[config.mk]
export PLATFORM = sky130hd
export DESIGN_NAME = pot_reg_ctrl
export DESIGN_NICKNAME = d
export VERILOG_FILES = /design/src/rtl/pot_ctrl_pkg.sv /design/src/rtl/nv_busy_timer.sv /design/src/rtl/wiper_chan.sv /design/src/rtl/pot_reg_ctrl.sv
export SDC_FILE = /design/constraint.sdc
export NUM_CORES = 1
export LEC_CHECK = 0
export BUFFER_PORTS_ARGS = -buffer_cell sky130_fd_sc_hd__buf_2
export CORE_MARGIN = 2
export CORE_UTILIZATION = 36
export CTS_CLUSTER_SIZE = 30
export DETAILED_ROUTE_END_ITERATION = 8
export GPL_TIMING_DRIVEN = 0
export SYNTH_ARGS = -nofsm -noshare
export SYNTH_HDL_FRONTEND = slang
export SYNTH_HIERARCHICAL = 1
export SYNTH_SLANG_ARGS = --single-unit
export TNS_END_PERCENT = 20
[constraint.sdc]
create_clock -name clk_i -period 9.4 [get_ports clk_i]
set_clock_uncertainty 0.15 [all_clocks]
set_input_delay 1.41 -clock clk_i [delete_from_list [all_inputs] [get_ports clk_i]]
set_output_delay 1.41 -clock clk_i [all_outputs]
set_load 0.02 [all_outputs]
[src/rtl/pot_ctrl_pkg.sv]
package pot_ctrl_pkg;
  typedef enum logic [3:0] {
    OP_STEP    = 4'h2,
    OP_RD_STAT = 4'h5,
    OP_RD_WCR  = 4'h9,
    OP_WR_WCR  = 4'hA,
    OP_RD_DR   = 4'hB,
    OP_WR_DR   = 4'hC,
    OP_DR2WCR  = 4'hD,
    OP_WCR2DR  = 4'hE
  } pot_op_e;
endpackage

[src/rtl/nv_busy_timer.sv]
module nv_busy_timer #(
  parameter int CYCLES = 500000
) (
  input  logic clk_i,
  input  logic rst_ni,
  input  logic start_i,
  output logic busy_o
);
  localparam int CW = $clog2(CYCLES + 1);
  logic [CW-1:0] cnt_q;

  always_ff @(posedge clk_i or negedge rst_ni) begin
    if (!rst_ni)             cnt_q <= '0;
    else if (start_i)        cnt_q <= CW'(CYCLES);
    else if (cnt_q != '0)    cnt_q <= cnt_q - CW'(1);
  end

  assign busy_o = (cnt_q != '0);

  assert_busy_start_R8: assert property (@(posedge clk_i) disable iff (!rst_ni)
    start_i |=> busy_o);
  assert_busy_countdown_R8: assert property (@(posedge clk_i) disable iff (!rst_ni)
    (busy_o && !start_i) |=> (cnt_q == $past(cnt_q) - CW'(1)));
endmodule

[src/rtl/wiper_chan.sv]
module wiper_chan #(
  parameter int W    = 8,
  parameter int NDR  = 4,
  localparam int DRW = $clog2(NDR)
) (
  input  logic                    clk_i,
  input  logic                    rst_ni,
  input  logic                    boot_i,
  input  logic                    wcr_we_i,
  input  logic [W-1:0]            wcr_d_i,
  input  logic                    step_i,
  input  logic                    step_up_i,
  input  logic                    dr_we_i,
  input  logic [DRW-1:0]          dr_sel_i,
  input  logic [W-1:0]            dr_d_i,
  output logic [W-1:0]            wcr_o,
  output logic [NDR-1:0][W-1:0]   dr_o
);
  logic [W-1:0]          wcr_q;
  logic [NDR-1:0][W-1:0] dr_q;

  always_ff @(posedge clk_i or negedge rst_ni) begin
    if (!rst_ni)         wcr_q <= '0;
    else if (boot_i)     wcr_q <= dr_q[0];
    else if (wcr_we_i)   wcr_q <= wcr_d_i;
    else if (step_i) begin
      if (step_up_i && wcr_q != '1)       wcr_q <= wcr_q + W'(1);
      else if (!step_up_i && wcr_q != '0) wcr_q <= wcr_q - W'(1);
    end
  end

  // storage array models non-volatile cells: no reset
  always_ff @(posedge clk_i) begin
    if (dr_we_i) dr_q[dr_sel_i] <= dr_d_i;
  end

  assign wcr_o = wcr_q;
  assign dr_o  = dr_q;

  assert_step_ceiling_R6: assert property (@(posedge clk_i) disable iff (!rst_ni)
    (step_i && step_up_i && !boot_i && !wcr_we_i && wcr_q == '1) |=> (wcr_q == '1));
  assert_step_floor_R6: assert property (@(posedge clk_i) disable iff (!rst_ni)
    (step_i && !step_up_i && !boot_i && !wcr_we_i && wcr_q == '0) |=> (wcr_q == '0));
endmodule

[src/rtl/pot_reg_ctrl.sv]
module pot_reg_ctrl
  import pot_ctrl_pkg::*;
#(
  parameter int NCH          = 4,
  parameter int NDR          = 4,
  parameter int W            = 8,
  parameter int WRITE_CYCLES = 500000,
  localparam int CHW = $clog2(NCH),
  localparam int DRW = $clog2(NDR)
) (
  input  logic             clk_i,
  input  logic             rst_ni,
  input  logic             wp_ni,
  input  logic             cmd_valid_i,
  input  logic [3:0]       cmd_op_i,
  input  logic [CHW-1:0]   cmd_ch_i,
  input  logic [DRW-1:0]   cmd_dr_i,
  input  logic [W-1:0]     cmd_data_i,
  output logic             rd_valid_o,
  output logic [W-1:0]     rd_data_o,
  output logic             wip_o,
  output logic [NCH*W-1:0] wcr_o
);
  logic                  boot_q;
  logic                  acc, is_read, is_drmod, dr_ok, nv_start;
  pot_op_e               op;
  logic [W-1:0]          ch_wcr [NCH];
  logic [NDR-1:0][W-1:0] ch_dr  [NCH];
  logic [W-1:0]          sel_wcr, sel_dr, rd_d;
  logic                  rd_valid_q;
  logic [W-1:0]          rd_data_q;

  assign op       = pot_op_e'(cmd_op_i);
  assign acc      = cmd_valid_i && !boot_q;
  assign is_read  = (op == OP_RD_WCR) || (op == OP_RD_DR) || (op == OP_RD_STAT);
  assign is_drmod = (op == OP_WR_DR) || (op == OP_WCR2DR);
  assign dr_ok    = acc && is_drmod && wp_ni && !wip_o;
  assign nv_start = dr_ok;
  assign sel_wcr  = ch_wcr[cmd_ch_i];
  assign sel_dr   = ch_dr[cmd_ch_i][cmd_dr_i];

  always_ff @(posedge clk_i or negedge rst_ni) begin
    if (!rst_ni) boot_q <= 1'b1;
    else         boot_q <= 1'b0;
  end

  for (genvar c = 0; c < NCH; c++) begin : g_ch
    logic hit;
    assign hit = acc && (cmd_ch_i == CHW'(c));
    wiper_chan #(.W(W), .NDR(NDR)) u_chan (
      .clk_i     (clk_i),
      .rst_ni    (rst_ni),
      .boot_i    (boot_q),
      .wcr_we_i  (hit && (op == OP_WR_WCR || op == OP_DR2WCR)),
      .wcr_d_i   ((op == OP_WR_WCR) ? cmd_data_i : sel_dr),
      .step_i    (hit && op == OP_STEP),
      .step_up_i (cmd_data_i[0]),
      .dr_we_i   (dr_ok && (cmd_ch_i == CHW'(c))),
      .dr_sel_i  (cmd_dr_i),
      .dr_d_i    ((op == OP_WR_DR) ? cmd_data_i : ch_wcr[c]),
      .wcr_o     (ch_wcr[c]),
      .dr_o      (ch_dr[c])
    );
    assign wcr_o[c*W +: W] = ch_wcr[c];
  end

  nv_busy_timer #(.CYCLES(WRITE_CYCLES)) u_timer (
    .clk_i   (clk_i),
    .rst_ni  (rst_ni),
    .start_i (nv_start),
    .busy_o  (wip_o)
  );

  always_comb begin
    case (op)
      OP_RD_WCR: rd_d = sel_wcr;
      OP_RD_DR:  rd_d = sel_dr;
      default:   rd_d = {{(W-1){1'b0}}, wip_o};
    endcase
  end

  always_ff @(posedge clk_i or negedge rst_ni) begin
    if (!rst_ni) begin
      rd_valid_q <= 1'b0;
      rd_data_q  <= '0;
    end else begin
      rd_valid_q <= acc && is_read;
      if (acc && is_read) rd_data_q <= rd_d;
    end
  end

  assign rd_valid_o = rd_valid_q;
  assign rd_data_o  = rd_data_q;

  assert_read_resp_R7: assert property (@(posedge clk_i) disable iff (!rst_ni)
    (cmd_valid_i && !boot_q && is_read) |=> rd_valid_o);
  assert_protect_no_busy_R9: assert property (@(posedge clk_i) disable iff (!rst_ni)
    (cmd_valid_i && !wp_ni && !wip_o) |=> !wip_o);
  assert_no_read_on_idle_R12: assert property (@(posedge clk_i) disable iff (!rst_ni)
    !cmd_valid_i |=> !rd_valid_o);
endmodule

---- Word level (Yosys, flattened, before mapping) ----
Index checks and enable logic that the tools add are counted.
word-level totals
  input port bits ......................... 20
  flip-flop bits (word level) ............. 189
  output and inout port bits .............. 42
  logic and storage cells ................. 150
operators by class
  eq/ne operators ......................... 15
  $lt $le $gt $ge ......................... 3
  add/sub/neg operators ................... 9
  reductions and logical operators ........ 56
  multiplexer cells ....................... 42
  bitwise gates (word level) .............. 1
operators by type and width
  cell                   count
  $mux 8                 29
  $bwmux 32              4
  $bmux 32 s2            1
  $mux 32                2
  $mux 19                2
  $add 8x1->8 const B    4
  $bmux 8 s2             2
  $ne 8x8->1 const B     4
  $reduce_bool 8->1      4
  $sub 8x1->8 const B    4
  $logic_and 1x1->1      30
  $eq 4x4->1 const B     6
  $reduce_bool 19->1     1
  $sub 19x1->19 const B  1
  $demux 8 s2            1
  $pmux 8 s2             1
  $reduce_bool 4->1      4
  $reduce_bool 3->1      4
  $reduce_and 2->1       4
  $eq 2x2->1 const B     2
  $eq 4x2->1 const B     1
  $eq 4x3->1 const B     1
  $logic_or 1x1->1       4
  $ge 3x3->1 const B     1
  other kinds (7)        9

---- Longest topological paths before layout ----
  depth in word-level cells ............... 9
  depth in mapped cells ................... 11
  gate-level depth less buffers ........... 9

---- Cells and area by module ----
The synthesis kept the hierarchy.
by module, submodules not included
  module         cells an instance  sequential area each (sq um)  instances  area each (sq um)
  wiper_chan     129                1161.1                        4          1788.0
  pot_reg_ctrl   261                251.5                         1          2402.3
  nv_busy_timer  119                475.5                         1          1112.3

---- Least setup slack after synthesis ----
OpenSTA, ideal clock, no wires.
  path kind ............................... input-to-reg
  start point ............................. input cmd_op_i[1]
  end point ............................... register g_ch[0].u_chan.wcr_q[0]
  stages on the path ...................... 7
  library setup time ...................... 0.111 ns
  buffers on the path ..................... 1
  arrival time ............................ 3.212 ns
  required time ........................... 9.139 ns
  slack ................................... 5.927 ns
  cells stage by stage .................... buf_2 -> nand2b_1 -> or4b_2 -> nor3_1 -> o311ai_4 -> xor2_1 -> a222oi_1
on the way
  word-level cells in the longest chain between the ends .. 5
  elaborated cells on any way between the ends .. 12
  classes of those cells .................. eq/ne (3); mux (3); reduce/logical (6)
RTL lines
  item                                                  RTL line                                text
  start, declared                                       pot_reg_ctrl.sv:15                      input logic [3:0] cmd_op_i,
  $eq 4x4->1, on equally long branches                  pot_reg_ctrl.sv:54, pot_reg_ctrl.sv:55
  $logic_or 1x1->1                                      pot_reg_ctrl.sv:54                      .wcr_we_i (hit && (op == OP_WR_WCR || op == OP_DR2WCR)),
  $logic_and 1x1->1                                     pot_reg_ctrl.sv:54
  $reduce_bool 4->1 (no line) (tied with other cells)   --
  $reduce_and 2->1 (no line) or $mux 8 (tied branches)  --
  end signal, assigned                                  wiper_chan.sv:25                        else if (wcr_we_i) wcr_q <= wcr_d_i;
  end signal, assigned                                  wiper_chan.sv:27                        if (step_up_i && wcr_q != '1) wcr_q <= wcr_q + W'(1);
  end signal, assigned                                  wiper_chan.sv:28                        else if (!step_up_i && wcr_q != '0) wcr_q <= wcr_q - W'(1);
  end, declared                                         wiper_chan.sv:19                        logic [W-1:0] wcr_q;
Several ways; a longest one is shown, not always the timed one.
A chain may end at the register's enable or synchronous reset.

---- Worst setup path after layout ----
  start point ............................. register u_timer.cnt_q[13]
  end point ............................... register g_ch[0].u_chan.dr_q (netlist bit g_ch[0].u_chan/dr_o[5]), enable pin
on the way
  word-level cells in the longest chain between the ends .. 4
RTL lines
  item                           RTL line             text
  start, declared                nv_busy_timer.sv:10  logic [CW-1:0] cnt_q;
  start signal, assigned         nv_busy_timer.sv:14  else if (start_i) cnt_q <= CW'(CYCLES);
  start signal, assigned         nv_busy_timer.sv:15  else if (cnt_q != '0) cnt_q <= cnt_q - CW'(1);
  $reduce_bool 19->1             nv_busy_timer.sv:18  assign busy_o = (cnt_q != '0);
  $logic_not 1->1                pot_reg_ctrl.sv:37   assign dr_ok = acc && is_drmod && wp_ni && !wip_o;
  $logic_and 1x1->1              pot_reg_ctrl.sv:37
  $logic_and 1x1->1              pot_reg_ctrl.sv:58   .dr_we_i (dr_ok && (cmd_ch_i == CHW'(c))),
  end signal, assigned by index  wiper_chan.sv:34     if (dr_we_i) dr_q[dr_sel_i] <= dr_d_i;
  end, declared                  wiper_chan.sv:20     logic [NDR-1:0][W-1:0] dr_q;
No other way between the ends.

==> impl_metrics.json <==
{
  "status": "complete, no violations",
  "synth_flop_cell": "edfxtp_1",
  "htreeDepth": 4,
  "io_pins": 62,
  "rows": 63,
  "postRouteAntennaNets": 0,
  "place_area_um2": 11480,
  "start_util": 0.3628,
  "vias": 7765,
  "final_layout_size_suffix_gt1_frac": 0.1781,
  "crit_chain": "or4_1 -> buf_2 -> nor2_2 -> nand2_1 -> nand4bb_1 -> nor3_1 -> nor3b_1",
  "drv_slew": 0,
  "yosysTopAreaCell": "edfxtp_1",
  "timing.final.crit_share": 0.4437,
  "port_buffers": 59,
  "worstPathArrival_ns": 4.06,
  "n_antenna_cell": 0,
  "root_buffer": "clkbuf_16",
  "die_height_um": 176.1,
  "max_freq_ghz": 0.2398,
  "routed_wl_um": 31440,
  "grt_use_met1": 0.2862,
  "area_delta_synth_final_pct": 13.54,
  "core_area_um2": 29400,
  "fillCellCount": 2787,
  "hold_class": "flop to flop",
  "grt_use_total": 0.2058,
  "synth_cell_types": 69,
  "critPathRequiredTime_ns": 9.29,
  "cap_violations": 0,
  "netlist_top_cells_area": "edfxtp_1 (36%), dfrtp_1 (14%), nand2_1 (4.6%)",
  "setup_viol": 0,
  "worstSetupPathType": "flop to flop",
  "crit_family": "simple AND/OR/NAND/NOR gates",
  "endpoint_kind": "flop",
  "route.detailed.drc": 0,
  "gp_congestion": 0.9901,
  "gr-total-overflow": 0,
  "ys_ff_latch": 189,
  "tightest_slew_ns": 1.384,
  "p_leak_nw": 4.748,
  "clock-sinks": 189,
  "cp_slowest_cell": "nor3b_1",
  "routedWlPerCell_um": 22.82,
  "grt_max_degree": 62,
  "yosysMostFrequentCell": "nand2_1",
  "clk_path_buf_depth": 2,
  "post-dp-hpwl_um": 23680,
  "postCtsSetupRepairBufs": 0,
  "synth_cells": 896,
  "ys_warn_count": 6,
  "cp_num_buf_inv": 1,
  "slowest_delay_ns": 1.14,
  "synth_top_cells_by_count": "nand2_1 (131), edfxtp_1 (128), dfrtp_1 (60)",
  "dp_cells": 1346,
  "synth_top_area_share": 0.3604,
  "synth-edff-count": 128,
  "dieWidth_um": 176.1,
  "fin_nets": 1028,
  "antenna_found_initial": 0,
  "clk_pin_slew_ns": 0.08,
  "register_area_um2": 5371,
  "final_area_um2": 12110,
  "grt_pass1_wl_um": 46980,
  "syn_area_um2": 10670,
  "period_needed_ns": 4.171,
  "drt_first_pass_iters": 6,
  "ys_seq_area_frac": 0.5036,
  "hold_slack_ns": 0.3533,
  "insertion_delay_ns": 0.44,
  "finalSetupTns_ns": 0,
  "rsz0062_at_grt": "false",
  "finalNonFillerCells": 1378,
  "drt_iter0_markers": 793,
  "die-area_um2": 31020,
  "grt_pass1_vias": 7437,
  "grt_busiest_layer": "met2",
  "peakVddDrop_mv": 0.1222,
  "slew_headroom": 0.07557,
  "startpoint_type": "flop",
  "syn_nets": 949,
  "grt_util_met2": 0.3212,
  "use_met3": 0.02756,
  "cts_buffers": 17,
  "hold_violations": 0,
  "ctsResizeCount": 0,
  "syn_area_per_cell_um2": 11.90,
  "p_total_mw": 2.181,
  "hold_buffers": 0,
  "tritoncts": "done",
  "pwr_density_cell_nw_per_um2": 180.1,
  "cp_max_fo": 10,
  "async_flop_share": 0.3228,
  "multi_input_area_um2": 4974,
  "vias_per_cell": 5.635
}
-- placed cells by master, fill, tap and decap left out, types with 12 or more instances in the layout --
| cell | n |
|---|---|
| inv_1 | 30 |
| nor4_1 | 15 |
| nor2b_1 | 16 |
| o21ai_0 | 30 |
| clkbuf_1 | 16 |
| nand3_1 | 35 |
| clkbuf_16 | 17 |
| o21ai_1 | 21 |
| buf_2 | 63 |
| xnor2_1 | 12 |
| mux2i_1 | 31 |
| ha_1 | 29 |
| mux4_2 | 20 |
| nand2_1 | 131 |
| dfrtp_1 | 60 |
| xor2_1 | 16 |
| nor2_1 | 51 |
| a21oi_1 | 27 |
| mux2_2 | 18 |
| edfxtp_1 | 128 |
| a22oi_1 | 27 |
| mux4_1 | 18 |
-- report_power, final --
part | switching [mW] | internal, mW
logic | 0.235 | 0.167
clock network | 0.385 | 0.370
registers | 0.0836 | 0.941
total | 0.704 | 1.48
-- registers in the layout, summed over array words and instances (netlist names) --
signal             count
g_ch.u_chan/dr_o     128
boot_q                 1
u_timer/cnt_q         19
g_ch.u_chan/wcr_o     32
rd_data_o              8
rd_valid_o             1
-- metrics by stage --
| step | utilization | setup WS (ns) |
|---|---|---|
| floorplan | - | 5.927 |
| global placement | 0.3894 | 4.921 |
| detailed placement | 0.3904 | 4.910 |
| CTS | 0.4117 | 5.169 |
| global route | 0.4119 | 4.895 |
| finish | 0.4119 | 5.229 |
-- routing by layer --
metal / up-vias / part of all wire
li1: 3567 / -
met4: 0 / 0.042
met2: 309 / 0.46
met3: 63 / 0.061
met1: 3826 / 0.44
met5: - / 0
-- final cells by class --
type / instances / area share
Sequential cell: 189 / 0.4435
Multi-Input combinational cell: 643 / 0.4107
Tap cell: 390 / 0.04029
Clock buffer: 17 / 0.03513
Timing Repair Buffer: 60 / 0.02686
Buffer: 33 / 0.01736
Clock inverter: 15 / 0.01653
Inverter: 31 / 0.009608
-- worst paths after layout --
path / slack [ns] / startpoint / end / cells after the start
setup / recovery: 5.23 / u_timer/cnt_q[13] / g_ch[0].u_chan/dr_o[5] / 7
max in group asynchronous: 7.96 / rst_ni / boot_q / 2
setup reg to reg: 5.23 / u_timer/cnt_q[13] / g_ch[0].u_chan/dr_o[5] / 7
min in group asynchronous: 0.81 / rst_ni / g_ch[2].u_chan/wcr_o[7] / 2
hold / removal: 0.35 / g_ch[0].u_chan/dr_o[3] / g_ch[0].u_chan/wcr_o[3] / 2
hold reg to reg: 0.35 / g_ch[0].u_chan/dr_o[3] / g_ch[0].u_chan/wcr_o[3] / 2
-- worst min-delay path, delay by kind of cell (launching register included) --
kind | cells | cell delay [ns]
AND/OR/NAND/NOR | 1 | 0.06
AO/OA/AOI/OAI | 1 | 0.06
flip-flops | 1 | 0.35
-- cells by family after synthesis --
| family | Yosys count | share of synthesized area |
|---|---|---|
| XOR/XNOR | 28 | 0.02299 |
| flip-flops | 189 | 0.5036 |
| AO/OA/AOI/OAI | 159 | 0.1012 |
| adder cells (fa/ha/maj) | 33 | 0.04153 |
| buffers and inverters | 64 | 0.03062 |
| other | 1 | 0.0003516 |
| AND/OR/NAND/NOR | 328 | 0.1577 |
| multiplexers | 94 | 0.1421 |
(Power assumes the default switching activity.)
